--- src/rtl/ttd_pkg.sv ---
package ttd_pkg;
    typedef enum logic {
        ST_EMPTY = 1'b0,
        ST_FULL  = 1'b1
    } stage_state_e;
endpackage

--- src/rtl/ttd_crc.sv ---
module ttd_crc #(
    parameter int          DATA_W = 48,
    parameter int          CRC_W  = 16,
    parameter logic [15:0] POLY   = 16'h1021,
    parameter logic [15:0] INIT   = 16'hFFFF
) (
    input  logic [DATA_W-1:0] data,
    output logic [CRC_W-1:0]  crc
);
    // Bit-serial CRC, unrolled: MSB of data enters first.
    always_comb begin
        logic [CRC_W-1:0] acc;
        logic             fb;
        acc = INIT[CRC_W-1:0];
        for (int i = DATA_W - 1; i >= 0; i--) begin
            fb  = acc[CRC_W-1] ^ data[i];
            acc = {acc[CRC_W-2:0], 1'b0};
            if (fb) begin
                acc = acc ^ POLY[CRC_W-1:0];
            end
        end
        crc = acc;
    end
endmodule

--- src/rtl/ttd_egress_stage.sv ---
module ttd_egress_stage
    import ttd_pkg::*;
#(
    parameter int TIME_W  = 32,
    parameter int FIELD_W = 16,
    parameter int OTHER_W = 32,
    parameter int CRC_W   = 16,
    localparam int HDR_W  = FIELD_W + OTHER_W + CRC_W,
    localparam int COV_W  = FIELD_W + OTHER_W
) (
    input  logic               clk,
    input  logic               rst_n,
    input  logic [TIME_W-1:0]  now,
    input  logic               in_valid,
    output logic               in_ready,
    input  logic [TIME_W-1:0]  in_deadline,
    input  logic [OTHER_W-1:0] in_other,
    output logic               out_valid,
    input  logic               out_ready,
    output logic [HDR_W-1:0]   out_hdr
);
    localparam logic [TIME_W-1:0] FIELD_MAX = TIME_W'((64'd1 << FIELD_W) - 64'd1);

    stage_state_e state_q, state_d;
    logic [FIELD_W-1:0] field_q, field_d;
    logic [OTHER_W-1:0] other_q;
    logic [TIME_W-1:0]  remain;
    logic [CRC_W-1:0]   crc;
    logic               accept;

    // Remaining time, clamped into the header field.
    always_comb begin
        remain = in_deadline - now;
        if (remain[TIME_W-1]) begin
            field_d = '0;
        end else if (remain > FIELD_MAX) begin
            field_d = '1;
        end else begin
            field_d = remain[FIELD_W-1:0];
        end
    end

    // Next-state logic.
    always_comb begin
        state_d = state_q;
        unique case (state_q)
            ST_EMPTY: if (in_valid) state_d = ST_FULL;
            ST_FULL:  if (out_ready && !in_valid) state_d = ST_EMPTY;
            default:  state_d = ST_EMPTY;
        endcase
    end

    // Output logic.
    always_comb begin
        in_ready  = 1'b1;
        out_valid = 1'b0;
        unique case (state_q)
            ST_EMPTY: begin
                in_ready  = 1'b1;
                out_valid = 1'b0;
            end
            ST_FULL: begin
                in_ready  = out_ready;
                out_valid = 1'b1;
            end
            default: begin
                in_ready  = 1'b1;
                out_valid = 1'b0;
            end
        endcase
    end

    assign accept = in_valid && in_ready;

    always_ff @(posedge clk) begin
        if (!rst_n) begin
            state_q <= ST_EMPTY;
        end else begin
            state_q <= state_d;
        end
    end

    always_ff @(posedge clk) begin
        if (!rst_n) begin
            field_q <= '0;
            other_q <= '0;
        end else if (accept) begin
            field_q <= field_d;
            other_q <= in_other;
        end
    end

    ttd_crc #(.DATA_W(COV_W), .CRC_W(CRC_W)) u_crc (
        .data ({field_q, other_q}),
        .crc  (crc)
    );

    assign out_hdr = {field_q, other_q, crc};
endmodule

--- src/rtl/ttd_ingress_stage.sv ---
module ttd_ingress_stage
    import ttd_pkg::*;
#(
    parameter int TIME_W  = 32,
    parameter int FIELD_W = 16,
    parameter int OTHER_W = 32,
    parameter int CRC_W   = 16,
    localparam int HDR_W  = FIELD_W + OTHER_W + CRC_W,
    localparam int COV_W  = FIELD_W + OTHER_W
) (
    input  logic               clk,
    input  logic               rst_n,
    input  logic [TIME_W-1:0]  now,
    input  logic               in_valid,
    output logic               in_ready,
    input  logic [HDR_W-1:0]   in_hdr,
    output logic               out_valid,
    input  logic               out_ready,
    output logic [TIME_W-1:0]  out_deadline,
    output logic [OTHER_W-1:0] out_other,
    output logic               out_crc_err
);
    stage_state_e state_q, state_d;
    logic [CRC_W-1:0]   crc_calc;
    logic               bad_d;
    logic [TIME_W-1:0]  deadline_d;
    logic [TIME_W-1:0]  deadline_q;
    logic [OTHER_W-1:0] other_q;
    logic               bad_q;
    logic               accept;

    ttd_crc #(.DATA_W(COV_W), .CRC_W(CRC_W)) u_crc (
        .data (in_hdr[HDR_W-1:CRC_W]),
        .crc  (crc_calc)
    );

    // Rebuild the local deadline; suppress it when the header is corrupt.
    always_comb begin
        bad_d = (crc_calc != in_hdr[CRC_W-1:0]);
        if (bad_d) begin
            deadline_d = '0;
        end else begin
            deadline_d = now + TIME_W'(in_hdr[HDR_W-1:COV_W]);
        end
    end

    always_comb begin
        state_d = state_q;
        unique case (state_q)
            ST_EMPTY: if (in_valid) state_d = ST_FULL;
            ST_FULL:  if (out_ready && !in_valid) state_d = ST_EMPTY;
            default:  state_d = ST_EMPTY;
        endcase
    end

    always_comb begin
        in_ready  = 1'b1;
        out_valid = 1'b0;
        unique case (state_q)
            ST_EMPTY: begin
                in_ready  = 1'b1;
                out_valid = 1'b0;
            end
            ST_FULL: begin
                in_ready  = out_ready;
                out_valid = 1'b1;
            end
            default: begin
                in_ready  = 1'b1;
                out_valid = 1'b0;
            end
        endcase
    end

    assign accept = in_valid && in_ready;

    always_ff @(posedge clk) begin
        if (!rst_n) begin
            state_q <= ST_EMPTY;
        end else begin
            state_q <= state_d;
        end
    end

    always_ff @(posedge clk) begin
        if (!rst_n) begin
            deadline_q <= '0;
            other_q    <= '0;
            bad_q      <= 1'b0;
        end else if (accept) begin
            deadline_q <= deadline_d;
            other_q    <= in_hdr[COV_W-1:CRC_W];
            bad_q      <= bad_d;
        end
    end

    assign out_deadline = deadline_q;
    assign out_other    = other_q;
    assign out_crc_err  = bad_q;
endmodule

--- src/rtl/ttd_header_rewriter.sv ---
module ttd_header_rewriter #(
    parameter int TIME_W  = 32,
    parameter int FIELD_W = 16,
    parameter int OTHER_W = 32,
    parameter int CRC_W   = 16,
    localparam int HDR_W  = FIELD_W + OTHER_W + CRC_W
) (
    input  logic               clk,
    input  logic               rst_n,
    input  logic [TIME_W-1:0]  local_time,
    input  logic               tx_in_valid,
    output logic               tx_in_ready,
    input  logic [TIME_W-1:0]  tx_in_deadline,
    input  logic [OTHER_W-1:0] tx_in_other,
    output logic               tx_out_valid,
    input  logic               tx_out_ready,
    output logic [HDR_W-1:0]   tx_out_hdr,
    input  logic               rx_in_valid,
    output logic               rx_in_ready,
    input  logic [HDR_W-1:0]   rx_in_hdr,
    output logic               rx_out_valid,
    input  logic               rx_out_ready,
    output logic [TIME_W-1:0]  rx_out_deadline,
    output logic [OTHER_W-1:0] rx_out_other,
    output logic               rx_out_crc_err
);
    ttd_egress_stage #(
        .TIME_W(TIME_W), .FIELD_W(FIELD_W), .OTHER_W(OTHER_W), .CRC_W(CRC_W)
    ) u_tx (
        .clk         (clk),
        .rst_n       (rst_n),
        .now         (local_time),
        .in_valid    (tx_in_valid),
        .in_ready    (tx_in_ready),
        .in_deadline (tx_in_deadline),
        .in_other    (tx_in_other),
        .out_valid   (tx_out_valid),
        .out_ready   (tx_out_ready),
        .out_hdr     (tx_out_hdr)
    );

    ttd_ingress_stage #(
        .TIME_W(TIME_W), .FIELD_W(FIELD_W), .OTHER_W(OTHER_W), .CRC_W(CRC_W)
    ) u_rx (
        .clk          (clk),
        .rst_n        (rst_n),
        .now          (local_time),
        .in_valid     (rx_in_valid),
        .in_ready     (rx_in_ready),
        .in_hdr       (rx_in_hdr),
        .out_valid    (rx_out_valid),
        .out_ready    (rx_out_ready),
        .out_deadline (rx_out_deadline),
        .out_other    (rx_out_other),
        .out_crc_err  (rx_out_crc_err)
    );
endmodule

--- config.mk ---
export PLATFORM = sky130hd
export DESIGN_NAME = ttd_header_rewriter
export DESIGN_NICKNAME = d
export VERILOG_FILES = /design/src/rtl/ttd_pkg.sv /design/src/rtl/ttd_crc.sv /design/src/rtl/ttd_egress_stage.sv /design/src/rtl/ttd_ingress_stage.sv /design/src/rtl/ttd_header_rewriter.sv
export SDC_FILE = /design/constraint.sdc
export NUM_CORES = 1
export LEC_CHECK = 0
export ABC_AREA = 1
export BUFFER_PORTS_ARGS = -buffer_cell sky130_fd_sc_hd__buf_2
export CORE_ASPECT_RATIO = 2
export CORE_MARGIN = 2
export CORE_UTILIZATION = 50
export CTS_CLUSTER_DIAMETER = 200
export DETAILED_ROUTE_END_ITERATION = 8
export GPL_TIMING_DRIVEN = 0
export PLACE_DENSITY = 0.8
export REMOVE_ABC_BUFFERS = 1
export SYNTH_ARGS = -nofsm -noshare
export SYNTH_HDL_FRONTEND = slang
export SYNTH_SLANG_ARGS = --single-unit
--- constraint.sdc ---
create_clock -name clk -period 9.5 [get_ports clk]
set_input_delay 0.95 -clock clk [delete_from_list [all_inputs] [get_ports clk]]
set_output_delay 0.95 -clock clk [all_outputs]
set_load 0.05 [all_outputs]
==> results.ini, run 1 <==
[outcome]
status = completed

[detailed_routing]
vias = 12700
viasPerCell = 5.44
post_drt_wl_per_cell_um = 16.0
ant_nets = 0
wirelength_um = 37300
drt_iter0_markers = 661
firstDrtPassIters = 5
route.detailed.drc = 0

[final_layout]
layout_commonest_cell = nand2_1
synthToLayoutAreaGrowth_pct = 20.1
register_area_mm2 = 0.00230
fin_util_pct = 61.3
layout_common_cells = nand2_1, buf_2, nand3_1
drive_above_1_share_pct = 21.6
fill_cells = 2162
layout.nets = 2253
multi_input_area_mm2 = 0.00805

[cts]
numCtsBuffers = 17
numClockSinks = 115
h-tree-depth = 4
clock_latency_ns = 0.44
cts_tree = built
cts.path.max_buffers = 2
hold_buffers = 0
post_cts_buffers = 0
cts_resized = 0
clock-root-buffer = clkbuf_16
clk_pin_slew_ns = 0.06

[timing]
worstMarginPinSlew_ns = 1.33
maxSlewHeadroom_pct = 11.6
hold_viol = 0
fin_crit_ns = 5.49
fmax_mhz = 182
setup_viol = 0
rsz0062_at_grt = no
tns_ns = 0
drv_slew = 0
finalCritPeriodShare_pct = 57.8
fin_skew_ns = 0.0135

[logic_synthesis]
avgSynthCellArea_um2 = 6.40
synthMuxAreaShare_pct = 0
synth-xor-area-share_pct = 17.1
yosys.area_share.simple_pct = 36.5
synth_top_family_by_area = simple AND/OR/NAND/NOR gates
synth_compound_area_share_pct = 11.9
yosysSeqAreaShare_pct = 20.4
syn-cell-area_mm2 = 0.0113
synthArstFlopShare_pct = 0
synthAdderAreaFrac_pct = 5.56
synth_cells = 1766
synth_edf_count = 0
synth.yosys.warnings = 0
ys.flop_type = dfxtp_1
yosys_register_bits = 115
synth_cell_types = 40

[job]
drv_cap = 0

[global_route]
grt_pass1_wl_um = 57400
first_global_vias = 12300
track_usage_pct = 31.0
grt_max_degree = 109
antenna_found_initial = 7
overflow = 0

[floorplanning]
core_mm2 = 0.0222
row_count = 77
dieWidth_um = 110
dieArea_mm2 = 0.0239
io_pins = 299
die_h_um = 217
initial_utilization_pct = 51.0

[setup_path]
cp_slowest_stage_delay_ns = 0.83
crit_required_ns = 9.86
endpoint_kind = register
slowest_stage = nor2_2
path_buf_inv = 2
start_kind = input pin
critPathTopFamily = simple AND/OR/NAND/NOR gates
crit_top_cell = nand2_1
crit_fanout = 22
cp.arrival_ns = 5.85
criticalPathCategory = input pin to register

[placed_design]
dp_hpwl_um = 30300
place_congestion = 0.979
numPortBuffers = 298

[min_path]
min-delay-path-class = register to register

synthesized netlist by cell type (2+ instances only):
cell type,n,area [um^2]
nand2_1,419,1570
nand3_1,214,1070
inv_1,192,721
a21oi_1,135,676
nor2_1,130,488
dfxtp_1,115,2300
o21ai_0,107,536
xor2_1,96,841
xnor2_1,62,543
ha_1,47,588
nand2_2,44,275
clkbuf_1,34,128
nand4_1,29,181
nand3b_1,26,195
xor2_2,16,260
nor3_1,13,65.1
nand3_2,11,110
inv_2,10,37.5
o211ai_1,7,52.6
nand2_4,6,67.6
nor4_1,6,37.5
xnor2_2,6,97.6
buf_4,5,37.5
buf_1,4,15.0
nor2_2,4,25.0
xor2_4,4,110
a31oi_1,3,18.8
xnor2_4,3,82.6
a21o_1,2,15.0
buf_6,2,22.5
fa_1,2,40.0
o21bai_1,2,15.0
o221ai_1,2,17.5
or2_4,2,17.5
worst reg2reg max path, delay by kind of cell, from the launching register on:
family / cells / cell delay (ns)
simple gates: 3 / 0.98
flops: 1 / 0.31
buf+inv: 1 / 0.95
compound gates: 1 / 0.19
path summary, 6_finish.rpt:
path	slack, ns	to	depth (start not counted)	start
min	0.47	u_rx.out_deadline[18]	2	u_rx.out_deadline[18]
max	4.01	u_rx.out_deadline[6]	27	rx_in_hdr[62]
max reg2reg	7.00	u_rx.out_deadline[23]	5	u_rx.state_q
min reg2reg	0.47	u_rx.out_deadline[18]	2	u_rx.out_deadline[18]
logic make-up (layout without fill, tap and decap cells):
| family | after synthesis | after routing |
|---|---|---|
| other | 0 | 5 |
| AO/OA/AOI/OAI | 260 | 260 |
| AND/OR/NAND/NOR | 907 | 907 |
| adder cells (fa/ha/maj) | 49 | 49 |
| XOR/XNOR | 187 | 187 |
| buffers and inverters | 248 | 533 |
| flip-flops | 115 | 115 |
state kept, by name, indices dropped and copies added, names as in the netlist:
signal / count
u_tx.field_q: 16
u_rx.out_other: 32
u_rx.out_crc_err: 1
u_tx.state_q: 1
u_rx.out_deadline: 32
u_tx.other_q: 32
u_rx.state_q: 1
through the flow:
| step | area, um^2 | hold slack [ns] | std cells | setup slack [ns] |
|---|---|---|---|---|
| after floorplan | 11100 | 0.697 | 1720 | 4.13 |
| after global placement | 12900 | 0.451 | 2294 | 3.58 |
| after detailed placement | 13000 | 0.458 | 2295 | 3.76 |
| after CTS | 13600 | 0.467 | 2327 | 4.04 |
| after global routing | 13600 | 0.491 | 2330 | 3.60 |
| final | 13600 | 0.466 | 2332 | 4.01 |
area by class of cell:
class,count,area share [%]
inverters,202,5.60
clock inverters,15,1.35
flip-flops and latches,115,17.0
clock buffers,17,3.13
multi-input cells,1403,59.3
repair buffers,299,11.0
well taps,276,2.54
diodes,5,0.0922
layer usage:
metal / vias up / GRT usage (%) / routed length (um)
met1: 5724 / 29.7 / 12700
met2: 498 / 56.7 / 19600
met3: 150 / 6.23 / 2360
met5: - / 0 / 19
met4: 2 / 21.6 / 2680
li1: 6306 / - / -
Power of run 1 is not shown: default switching activity piles up to over one toggle a cycle in this logic, so the estimate is an artifact.
==> inputs of run 2 (changes only) <==
PLACE_DENSITY = 0.83   (was 0.8)
clock period = 4.75 ns   (was 9.5 ns; I/O delays follow)
==> results.ini, run 2 (same netlist as run 1, synthesis figures left out) <==
[outcome]
status = completed

[setup_path]
crit_required_ns = 4.28
endpoint_kind = primary output
critPathLaunch = u_tx.field_q[14]
regToRegStartpoint = u_rx.state_q
worstSetupEndpoint = tx_out_hdr[14]
r2r_slack_ns = 2.26
rr_endpoint = u_rx.out_other[7]
crit_fanout = 6
reg2reg_depth = 5
criticalPathCategory = register to primary output
cp.arrival_ns = 4.09
start_kind = register

[timing]
fmax_mhz = 219
worstMarginPinSlew_ns = 1.29
fin_ws_ns = 0.181
setup_viol = 0
hold_ws_ns = 0.293
fin_crit_ns = 4.57
fin_skew_ns = 0.00801
maxSlewHeadroom_pct = 13.7
finalCritPeriodShare_pct = 96.2
tns_ns = 0
hold_viol = 0
drv_slew = 0

[cts]
h-tree-depth = 4
numClockSinks = 115
clk_pin_slew_ns = 0.06
cts_tree = built
numCtsBuffers = 17
cts.path.max_buffers = 2
clock-root-buffer = clkbuf_16
clock_latency_ns = 0.44
hold_buffers = 0

[global_route]
overflow = 0
grt_pass1_wl_um = 57600
track_usage_pct = 31.1
antenna_found_initial = 2
first_global_vias = 12300
grt_max_degree = 109

[floorplanning]
initial_utilization_pct = 51.0
core_mm2 = 0.0222
dieWidth_um = 110
io_pins = 299
die_h_um = 217
dieArea_mm2 = 0.0239
row_count = 77

[detailed_routing]
viasPerCell = 5.49
drt_iter0_markers = 820
vias = 12900
post_drt_wl_per_cell_um = 16.4
firstDrtPassIters = 7
wirelength_um = 38500
route.detailed.drc = 0
ant_nets = 0

[placed_design]
place_congestion = 0.992
dp_worst_setup_slack_ns = -0.381
dp_hpwl_um = 30000
numPortBuffers = 298

[final_layout]
layout.nets = 2267
fin_util_pct = 62.4
drive_above_1_share_pct = 22.8
synthToLayoutAreaGrowth_pct = 22.4
layout_commonest_cell = nand2_1
layout_common_cells = nand2_1, buf_2, nand3_1

[min_path]
min-delay-path-class = input pin to register

[job]
drv_cap = 0

run 2: cell types whose count changed in the layout (fill, tap and decap cells not counted), sizes merged, moves of 2 or more:
cell and delta:
clkbuf +4, clkinv +3, nor2 +2, inv -6, buf +9, diode -3
run 2: repair_timing:
action / 4_1_cts / 5_1_grt
endpoints found under the hold margin: 0 / 0
setup endpoints to repair: 7 / 60
setup buffers: 0 / 12
pin swaps: 0 / 8
gates resized for setup: 2 / 23
cloned: 0 / 2
run 2: final cells by class:
type / instances / area, um^2
Timing Repair Buffer: 311 / 1630
Antenna cell: 2 / 5.00
Clock buffer: 18 / 429
Sequential cell: 115 / 2310
Multi-Input combinational cell: 1405 / 8180
Fill cell: 2101 / 8330
Inverter: 202 / 761
Tap cell: 276 / 345
Clock inverter: 14 / 176
run 2: how the worst min path moves through the flow:
stage	startpoint	to	slack (ns)	depth (start not counted)
after floorplan	rx_in_valid	u_rx.state_q	0.61	2
after global placement	u_rx.out_deadline[25]	u_rx.out_deadline[25]	0.45	2
after detailed placement	u_rx.out_deadline[18]	u_rx.out_deadline[18]	0.46	2
after CTS	tx_in_valid	u_tx.state_q	0.28	3
after global routing	tx_in_valid	u_tx.state_q	0.29	3
final	rx_in_valid	u_rx.state_q	0.29	3
run 2: per-stage QoR:
step | area (um^2) | instances
detailed placement | 13000 | 2295
finish | 13800 | 2343
global placement | 12900 | 2294
floorplan | 11100 | 1720
CTS | 13600 | 2327
global route | 13800 | 2342
run 2: worst max-delay path: stages, from the launching register on:
cell	delay [ns]
dfxtp_2	0.42
nand2_1	0.10
nand2_2	0.12
nand2_1	0.09
nand2_2	0.12
nand2_1	0.08
nand2_1	0.16
nand2_1	0.08
nand2_2	0.17
xor2_4	0.26
xor2_4	0.26
xor2_2	0.30
xnor2_2	0.22
xor2_2	0.30
xor2_2	0.27
xor2_2	0.23
xor2_1	0.19
clkbuf_4	0.26
run 2: per-layer routing:
layer  track usage [%]  vias up  share of wire [%]
li1                  -     6338                  -
met2              56.8      515                 52
met5                 0        -              0.021
met1              30.1     5836                 34
met3              5.98      166                6.6
met4              21.3        2                7.3
Power of run 2 is left out for the same reason.
